===== src/rtl/dmac_pkg.sv =====
package dmac_pkg;
  localparam int CH_N      = 2;
  localparam int WIN_BYTES = 48;
  localparam int OFS_W     = 6;
  localparam int CNT_W     = 8;

  localparam logic [OFS_W-1:0] OFS_CTRL = 6'h00;
  localparam logic [OFS_W-1:0] OFS_STAT = 6'h04;
  localparam logic [OFS_W-1:0] OFS_CUR  = 6'h08;
  localparam logic [OFS_W-1:0] OFS_TAIL = 6'h10;

  localparam logic [31:0] CTRL_RST  = 32'h0001_0002;
  localparam logic [31:0] CTRL_SRST = 32'h0001_0006;

  typedef struct packed {
    logic wr_ctrl;
    logic wr_stat;
    logic wr_cur;
    logic wr_tail;
    logic rd_ctrl;
  } acc_t;
endpackage


===== src/rtl/dmac_coalesce.sv =====
module dmac_coalesce #(
  parameter int PRESC = 4,
  parameter int CNT_W = 8
) (
  input  logic             clk,
  input  logic             rst_n,
  input  logic             reload,
  input  logic             done,
  input  logic [CNT_W-1:0] thr,
  input  logic [CNT_W-1:0] dly,
  output logic [CNT_W-1:0] cnt,
  output logic [CNT_W-1:0] tmr,
  output logic             ioc_evt,
  output logic             dly_evt
);
  localparam int PRESC_W = (PRESC > 1) ? $clog2(PRESC) : 1;
  localparam logic [PRESC_W-1:0] PRE_LAST = PRESC_W'(PRESC - 1);

  logic [CNT_W-1:0]   cnt_n, tmr_n;
  logic [PRESC_W-1:0] pre_q, pre_n;
  logic               tick;

  always_comb begin
    cnt_n   = cnt;
    tmr_n   = tmr;
    ioc_evt = 1'b0;
    dly_evt = 1'b0;
    tick    = (tmr != '0) && (pre_q == PRE_LAST);
    pre_n   = (tmr == '0 || pre_q == PRE_LAST) ? '0 : pre_q + 1'b1;
    if (tick) begin
      tmr_n = tmr - 1'b1;
      if (tmr == CNT_W'(1)) begin
        dly_evt = 1'b1;
        cnt_n   = thr;
      end
    end
    if (done) begin
      if (dly != '0) begin
        tmr_n = dly;
        pre_n = '0;
      end
      if (cnt == CNT_W'(1)) begin
        ioc_evt = 1'b1;
        cnt_n   = thr;
      end else begin
        cnt_n = cnt - 1'b1;
      end
    end
    if (reload) cnt_n = thr;
  end

  always_ff @(posedge clk or negedge rst_n) begin
    if (!rst_n) begin
      cnt   <= CNT_W'(1);
      tmr   <= '0;
      pre_q <= '0;
    end else begin
      cnt   <= cnt_n;
      tmr   <= tmr_n;
      pre_q <= pre_n;
    end
  end
endmodule


===== src/rtl/dmac_chan.sv =====
module dmac_chan
  import dmac_pkg::*;
#(
  parameter int PRESC = 4
) (
  input  logic        clk,
  input  logic        rst_n,
  input  acc_t        acc,
  input  logic [31:0] wdata,
  input  logic        frame_done,
  input  logic        eng_halt,
  input  logic        eng_idle,
  output logic [31:0] ctrl_o,
  output logic [31:0] stat_o,
  output logic [31:0] cur_o,
  output logic [31:0] tail_o,
  output logic        irq,
  output logic        run,
  output logic        srst
);
  logic [31:0] ctrl_q, ctrl_n, cur_q, cur_n, tail_q, tail_n;
  logic        halt_q, halt_n, idle_q, idle_n;
  logic [2:0]  pend_q, pend_n;
  logic [CNT_W-1:0] cnt, tmr;
  logic        ioc_evt, dly_evt;

  dmac_coalesce #(.PRESC(PRESC), .CNT_W(CNT_W)) u_coal (
    .clk     (clk),
    .rst_n   (rst_n),
    .reload  (acc.wr_ctrl),
    .done    (frame_done),
    .thr     (ctrl_n[23:16]),
    .dly     (ctrl_q[31:24]),
    .cnt     (cnt),
    .tmr     (tmr),
    .ioc_evt (ioc_evt),
    .dly_evt (dly_evt)
  );

  always_comb begin
    ctrl_n = ctrl_q;
    cur_n  = cur_q;
    tail_n = tail_q;
    halt_n = halt_q | eng_halt;
    idle_n = idle_q | eng_idle;
    pend_n = pend_q;
    if (acc.rd_ctrl) ctrl_n[2] = 1'b0;
    if (acc.wr_cur)  cur_n = wdata;
    if (acc.wr_tail) begin
      tail_n = wdata;
      idle_n = 1'b0;
    end
    if (acc.wr_stat) pend_n = pend_q & ~wdata[14:12];
    pend_n = pend_n | {1'b0, dly_evt, ioc_evt};
    if (acc.wr_ctrl) begin
      if (wdata[2] || ctrl_q[2]) begin
        ctrl_n = CTRL_SRST;
        halt_n = 1'b1;
        idle_n = 1'b0;
        pend_n = '0;
      end else begin
        ctrl_n = wdata | 32'h2;
        if (wdata[0]) begin
          halt_n = 1'b0;
          idle_n = 1'b0;
        end
      end
    end
  end

  always_ff @(posedge clk or negedge rst_n) begin
    if (!rst_n) begin
      ctrl_q <= CTRL_RST;
      cur_q  <= '0;
      tail_q <= '0;
      halt_q <= 1'b1;
      idle_q <= 1'b0;
      pend_q <= '0;
    end else begin
      ctrl_q <= ctrl_n;
      cur_q  <= cur_n;
      tail_q <= tail_n;
      halt_q <= halt_n;
      idle_q <= idle_n;
      pend_q <= pend_n;
    end
  end

  assign ctrl_o = ctrl_q & ~32'h4;
  assign stat_o = {tmr, cnt, 1'b0, pend_q, 10'b0, idle_q, halt_q};
  assign cur_o  = cur_q;
  assign tail_o = tail_q;
  assign irq    = |(pend_q & ctrl_q[14:12]);
  assign run    = ctrl_q[0];
  assign srst   = ctrl_q[2];
endmodule


===== src/rtl/dmac_regs.sv =====
module dmac_regs
  import dmac_pkg::*;
#(
  parameter int ADDR_W = 8,
  parameter int PRESC  = 4
) (
  input  logic              clk,
  input  logic              rst_n,
  input  logic              bus_wr,
  input  logic              bus_rd,
  input  logic [ADDR_W-1:0] bus_addr,
  input  logic [31:0]       bus_wdata,
  output logic [31:0]       bus_rdata,
  input  logic [CH_N-1:0]   frame_done,
  input  logic [CH_N-1:0]   eng_halt,
  input  logic [CH_N-1:0]   eng_idle,
  output logic [CH_N-1:0]   irq,
  output logic [CH_N-1:0]   run,
  output logic [CH_N-1:0]   soft_rst,
  output logic              tx_start
);
  localparam logic [ADDR_W-1:0] WIN = ADDR_W'(WIN_BYTES);

  logic [1:0]             rs_q;
  logic                   core_rst_n;
  logic                   sel;
  logic [OFS_W-1:0]       ofs;
  logic                   start_n, start_q;
  logic [CH_N-1:0][31:0]  ctrl_v, stat_v, cur_v, tail_v;

  always_ff @(posedge clk or negedge rst_n) begin
    if (!rst_n) rs_q <= '0;
    else        rs_q <= {rs_q[0], 1'b1};
  end
  assign core_rst_n = rs_q[1];

  assign sel = 1'((bus_addr / WIN) % ADDR_W'(2));
  assign ofs = OFS_W'(bus_addr % WIN);

  for (genvar c = 0; c < CH_N; c++) begin : g_ch
    acc_t acc;
    logic hit;
    assign hit         = (sel == 1'(c));
    assign acc.wr_ctrl = hit && bus_wr && (ofs == OFS_CTRL);
    assign acc.wr_stat = hit && bus_wr && (ofs == OFS_STAT);
    assign acc.wr_cur  = hit && bus_wr && (ofs == OFS_CUR);
    assign acc.wr_tail = hit && bus_wr && (ofs == OFS_TAIL);
    assign acc.rd_ctrl = hit && bus_rd && (ofs == OFS_CTRL);

    dmac_chan #(.PRESC(PRESC)) u_chan (
      .clk        (clk),
      .rst_n      (core_rst_n),
      .acc        (acc),
      .wdata      (bus_wdata),
      .frame_done (frame_done[c]),
      .eng_halt   (eng_halt[c]),
      .eng_idle   (eng_idle[c]),
      .ctrl_o     (ctrl_v[c]),
      .stat_o     (stat_v[c]),
      .cur_o      (cur_v[c]),
      .tail_o     (tail_v[c]),
      .irq        (irq[c]),
      .run        (run[c]),
      .srst       (soft_rst[c])
    );
  end

  always_comb begin
    case (ofs)
      OFS_CTRL: bus_rdata = ctrl_v[sel];
      OFS_STAT: bus_rdata = stat_v[sel];
      OFS_CUR:  bus_rdata = cur_v[sel];
      OFS_TAIL: bus_rdata = tail_v[sel];
      default:  bus_rdata = '0;
    endcase
  end

  assign start_n = bus_wr && !sel && (ofs == OFS_TAIL);

  always_ff @(posedge clk or negedge core_rst_n) begin
    if (!core_rst_n) start_q <= 1'b0;
    else             start_q <= start_n;
  end
  assign tx_start = start_q;
endmodule


===== config.mk =====
export PLATFORM = sky130hd
export DESIGN_NAME = dmac_regs
export DESIGN_NICKNAME = d
export VERILOG_FILES = /design/src/rtl/dmac_pkg.sv /design/src/rtl/dmac_coalesce.sv /design/src/rtl/dmac_chan.sv /design/src/rtl/dmac_regs.sv
export SDC_FILE = /design/constraint.sdc
export NUM_CORES = 1
export LEC_CHECK = 0
export BUFFER_PORTS_ARGS = -buffer_cell sky130_fd_sc_hd__buf_2
export CAP_MARGIN = 20
export CORE_MARGIN = 2
export CORE_UTILIZATION = 64
export CTS_BUF_LIST = sky130_fd_sc_hd__clkbuf_8
export DETAILED_ROUTE_END_ITERATION = 10
export PLACE_DENSITY = 0.94
export SETUP_SLACK_MARGIN = 0.05
export SYNTH_ARGS = -nofsm -noshare
export SYNTH_HDL_FRONTEND = slang
export SYNTH_HIERARCHICAL = 1
export SYNTH_SLANG_ARGS = --single-unit

===== constraint.sdc =====
create_clock -name clk -period 10 [get_ports clk]
set_clock_uncertainty 0.05 [all_clocks]
set_input_delay 0.5 -clock clk [delete_from_list [all_inputs] [get_ports clk]]
set_output_delay 0.5 -clock clk [all_outputs]
set_load 0.03 [all_outputs]

==> flow_summary.json <==
{
  "drt_first_iter_violations": 2058,
  "grt_start_max_net_pins": 85,
  "synth_sequential_area_ratio": 0.409,
  "area_of_the_core_region_um2": 22600,
  "via_count_of_the_first_global_routing_pass": 12500,
  "drtAntennaViolNets": 0,
  "drive_gt1_frac": 0.236,
  "switchingPower_mw": 1.01,
  "worstPathCellList": "buf_2 -> buf_4 -> and2_2 -> buf_4 -> nand2_1 -> buf_4 -> o21a_1 -> a221o_1 -> buf_2",
  "worstReg2RegStart": "g_ch[1].u_chan/u_coal/pre_q[0]$_DFF_PN0_",
  "timing.critical_path.from": "bus_addr[7]",
  "power.clock.fraction": 0.316,
  "cts_buffers": 40,
  "routed_wire_length_per_instance_um": 24.3,
  "slew_violations": 0,
  "run_status": "completed",
  "power.leakage_nw": 7.19,
  "totalPowerFinal_mw": 2.96,
  "fmaxAchievable_ghz": 0.210,
  "timing.critical_path.mode_cell": "sky130_fd_sc_hd__buf_4",
  "grt_antenna_before_repair": 0,
  "final_design_area_no_fill_um2": 15900,
  "holdCritStartpoint": "eng_halt[1]",
  "maxcap_violations": 0,
  "tns_ns": 0,
  "remaining_drc_errors": 0,
  "vias_per_cell": 7.36,
  "crit_path_top_delay_cell": "sky130_fd_sc_hd__buf_4",
  "wire_length_of_the_first_global_routing_pass_um": 66100,
  "internal_power_mw": 1.96,
  "hp-class": "input pin to flip-flop",
  "cts_sinks": 239,
  "min_period_ns": 4.77,
  "ys_dominant_reg_cell": "sky130_fd_sc_hd__dfrtp_1",
  "logic_gate_share_of_total_power": 0.237,
  "global_route.usage.met3": 0.0738,
  "power_density_nw_per_um2": 186,
  "vias": 13000,
  "area.growth.synth_to_final_pct": 8.56,
  "sw_frac_of_total": 0.340,
  "grt_setup_unrepaired": "no",
  "layout.cells.non_filler": 1760,
  "drt_first_pass_iters": 9,
  "globalRoute.busiestLayer": "met2",
  "clk_pin_slew_ns": 0.06,
  "layout.filler_cells": 1525,
  "row_count": 55,
  "power_share_of_the_sequential_group": 0.447,
  "fraction_of_registers_with_async_set_or_reset_after_synthesis": 1.00,
  "io_pins": 89,
  "total_global_routing_track_utilization": 0.343,
  "antenna_diode_instance_count": 0,
  "dpl-instance-area_um2": 14900,
  "cts.htree.levels": 2,
  "post-route-period-util": 0.477,
  "critical_path_peak_fanout": 75,
  "crit_path_start_kind": "input pin",
  "die_width_um": 155,
  "cp_data_arrival_time_ns": 4.22,
  "gr-usage-met1": 0.455,
  "fin_nets": 1507,
  "endpoint_class_of_the_critical_path": "primary output",
  "cts_tree": "built",
  "timing.critical_path.buf_inv": 5,
  "required_ns": 9.45,
  "cts_post_setup_buffers_inserted": 0,
  "use_met2": 0.538,
  "timing.slew.headroom": 0.206,
  "worstSetupPathType": "input pin to primary output",
  "timing_hold_violations_final": 0,
  "worst_hold_slack_ns": 0.142,
  "clock_tree.buffer_depth": 3,
  "post_cts_resized": 0,
  "wl_um": 42800,
  "slowest_delay_ns": 0.71,
  "placedCellCount": 1682,
  "io_buf_count": 88,
  "synth.distinct_cells": 73,
  "grt_overflow_total": 0,
  "initial_core_util": 0.649,
  "insertion_delay_ns": 0.55,
  "dp_hpwl_um": 26500,
  "syn-instance-count": 1414,
  "synth_edf_count": 0,
  "worst_pin_slew_ns": 1.19,
  "ys_ff_latch": 239,
  "postSynthAreaPerCell_um2": 10.4,
  "cts.root.buffer_cell": "sky130_fd_sc_hd__clkbuf_8",
  "yosys_warnings": 6,
  "chipHeight_um": 155,
  "synth_cell_area_um2": 14700,
  "gp_congestion": 0.965,
  "crit_family": "buffers and inverters",
  "worst_ir_drop_vdd_mv": 0.150,
  "die_area_um2": 24100,
  "finalSetupViolCount": 0
}
-- final timing paths --
kind | endpoint | slack [ns] | cells after the start
min reg2reg | g_ch[1].u_chan/tail_o[2]$_DFFE_PN0P_ | 0.26 | 0
min in group asynchronous | rs_q[1]$_DFF_PN0_ | 0.22 | 2
max in group asynchronous | g_ch[1].u_chan/cur_o[18]$_DFFE_PN0P_ | 7.78 | 2
min | g_ch[1].u_chan/halt_q$_DFF_PN1_ | 0.14 | 3
max reg2reg | g_ch[1].u_chan/u_coal/cnt[2]$_DFFE_PN0P_ | 7.74 | 5
max | bus_rdata[19] | 5.23 | 9
-- kinds of logic (layout without fill, tap and decap cells) --
kind of cell             after synthesis  in the layout  share of synthesized area
AND/OR/NAND/NOR                      244            244                     0.0994
buffers and inverters                175            214                     0.0642
multiplexers                         228            228                      0.167
other                                  5             27                    0.00128
adder cells (fa/ha/maj)               13             13                     0.0110
XOR/XNOR                              13             13                    0.00777
flip-flops                           239            239                      0.409
AO/OA/AOI/OAI                        497            497                      0.241
-- registers in the layout, summed over array words and instances, names as in the netlist --
register	cells
tx_start	1
g_ch.u_chan/u_coal/pre_q	4
g_ch.u_chan/tail_o	64
rs_q	2
g_ch.u_chan/cur_o	64
g_ch.u_chan/halt_q	2
g_ch.u_chan/u_coal/cnt	16
g_ch.u_chan/idle_q	2
g_ch.u_chan/ctrl_q	62
g_ch.u_chan/u_coal/tmr	16
g_ch.u_chan/pend_q	6
-- cells in the mapped netlist (all sizes together) (9+ instances only) --
cell / n / area, um2
dfrtp: 233 / 5830
mux2: 130 / 1460
o21ai: 122 / 611
mux2i: 98 / 981
buf: 77 / 573
and3: 72 / 450
clkbuf: 72 / 270
a22oi: 62 / 465
a22o: 61 / 534
a21oi: 56 / 280
nand2: 46 / 173
nor2: 45 / 169
a211oi: 44 / 340
o22ai: 38 / 238
o21a: 37 / 278
a221o: 33 / 330
inv: 26 / 97.6
nor4: 13 / 141
ha: 12 / 150
nor2b: 12 / 75.1
nor3: 12 / 70.1
xnor2: 11 / 96.3
nor3b: 9 / 92.6
-- placed cells by master, fill, tap and decap left out, drive strengths merged, types with 9 or more instances in the layout --
master	netlist	layout
a211oi	44	44
a21oi	56	56
a221o	33	33
a22o	61	61
a22oi	62	62
and3	72	72
buf	77	115
clkbuf	72	53
conb	5	27
dfrtp	233	233
ha	12	12
inv	26	35
mux2	130	130
mux2i	98	98
nand2	46	46
nor2	45	45
nor2b	12	12
nor3	12	12
nor3b	9	9
nor4	13	13
o21a	37	37
o21ai	122	122
o22ai	38	38
xnor2	11	11
-- power groups by stage --
stage               registers [mW]  logic, mW  clock network, mW
CTS                           1.31      0.683              0.941
finish                        1.32      0.703              0.936
detailed placement            1.32      0.678                  0
floorplan                     1.28      0.524                  0
global route                  1.34      0.757              0.981
global placement              1.31      0.641                  0
-- layout make-up --
class | count | area (um2) | area share
multi-input cells | 1022 | 7870 | 0.495
flip-flops and latches | 239 | 5990 | 0.377
clock buffers | 53 | 729 | 0.0458
well taps | 285 | 357 | 0.0224
inverters | 26 | 97.6 | 0.00613
repair buffers | 116 | 722 | 0.0454
clock inverters | 19 | 141 | 0.00889
-- worst register-to-register path, cell delays in order (launching register included) --
cell and delay [ns]:
sky130_fd_sc_hd__dfrtp_1 0.36, sky130_fd_sc_hd__ha_1 0.33, sky130_fd_sc_hd__nor4bb_2 0.61, sky130_fd_sc_hd__and3_1 0.42, sky130_fd_sc_hd__nor2b_1 0.22, sky130_fd_sc_hd__o32ai_1 0.11
-- timing repair --
item                       CTS  global route
hold endpoints to repair     2             0
setup endpoints to repair    0             0
hold buffers                 1             0
-- routing by layer --
| layer | wire [um] | vias to the layer above |
|---|---|---|
| li1 | - | 5417 |
| met1 | 15600 | 6224 |
| met2 | 19900 | 1099 |
| met3 | 5190 | 213 |
| met4 | 2200 | 0 |
| met5 | 0 | - |
-- through the flow --
| stage | setup slack [ns] | util |
|---|---|---|
| after floorplan | 2.81 | - |
| after global placement | 5.30 | 0.661 |
| after detailed placement | 5.11 | 0.661 |
| after CTS | 5.42 | 0.700 |
| after global routing | 5.18 | 0.705 |
| final | 5.23 | 0.705 |
Note: power is estimated with default switching activity, not from simulation.
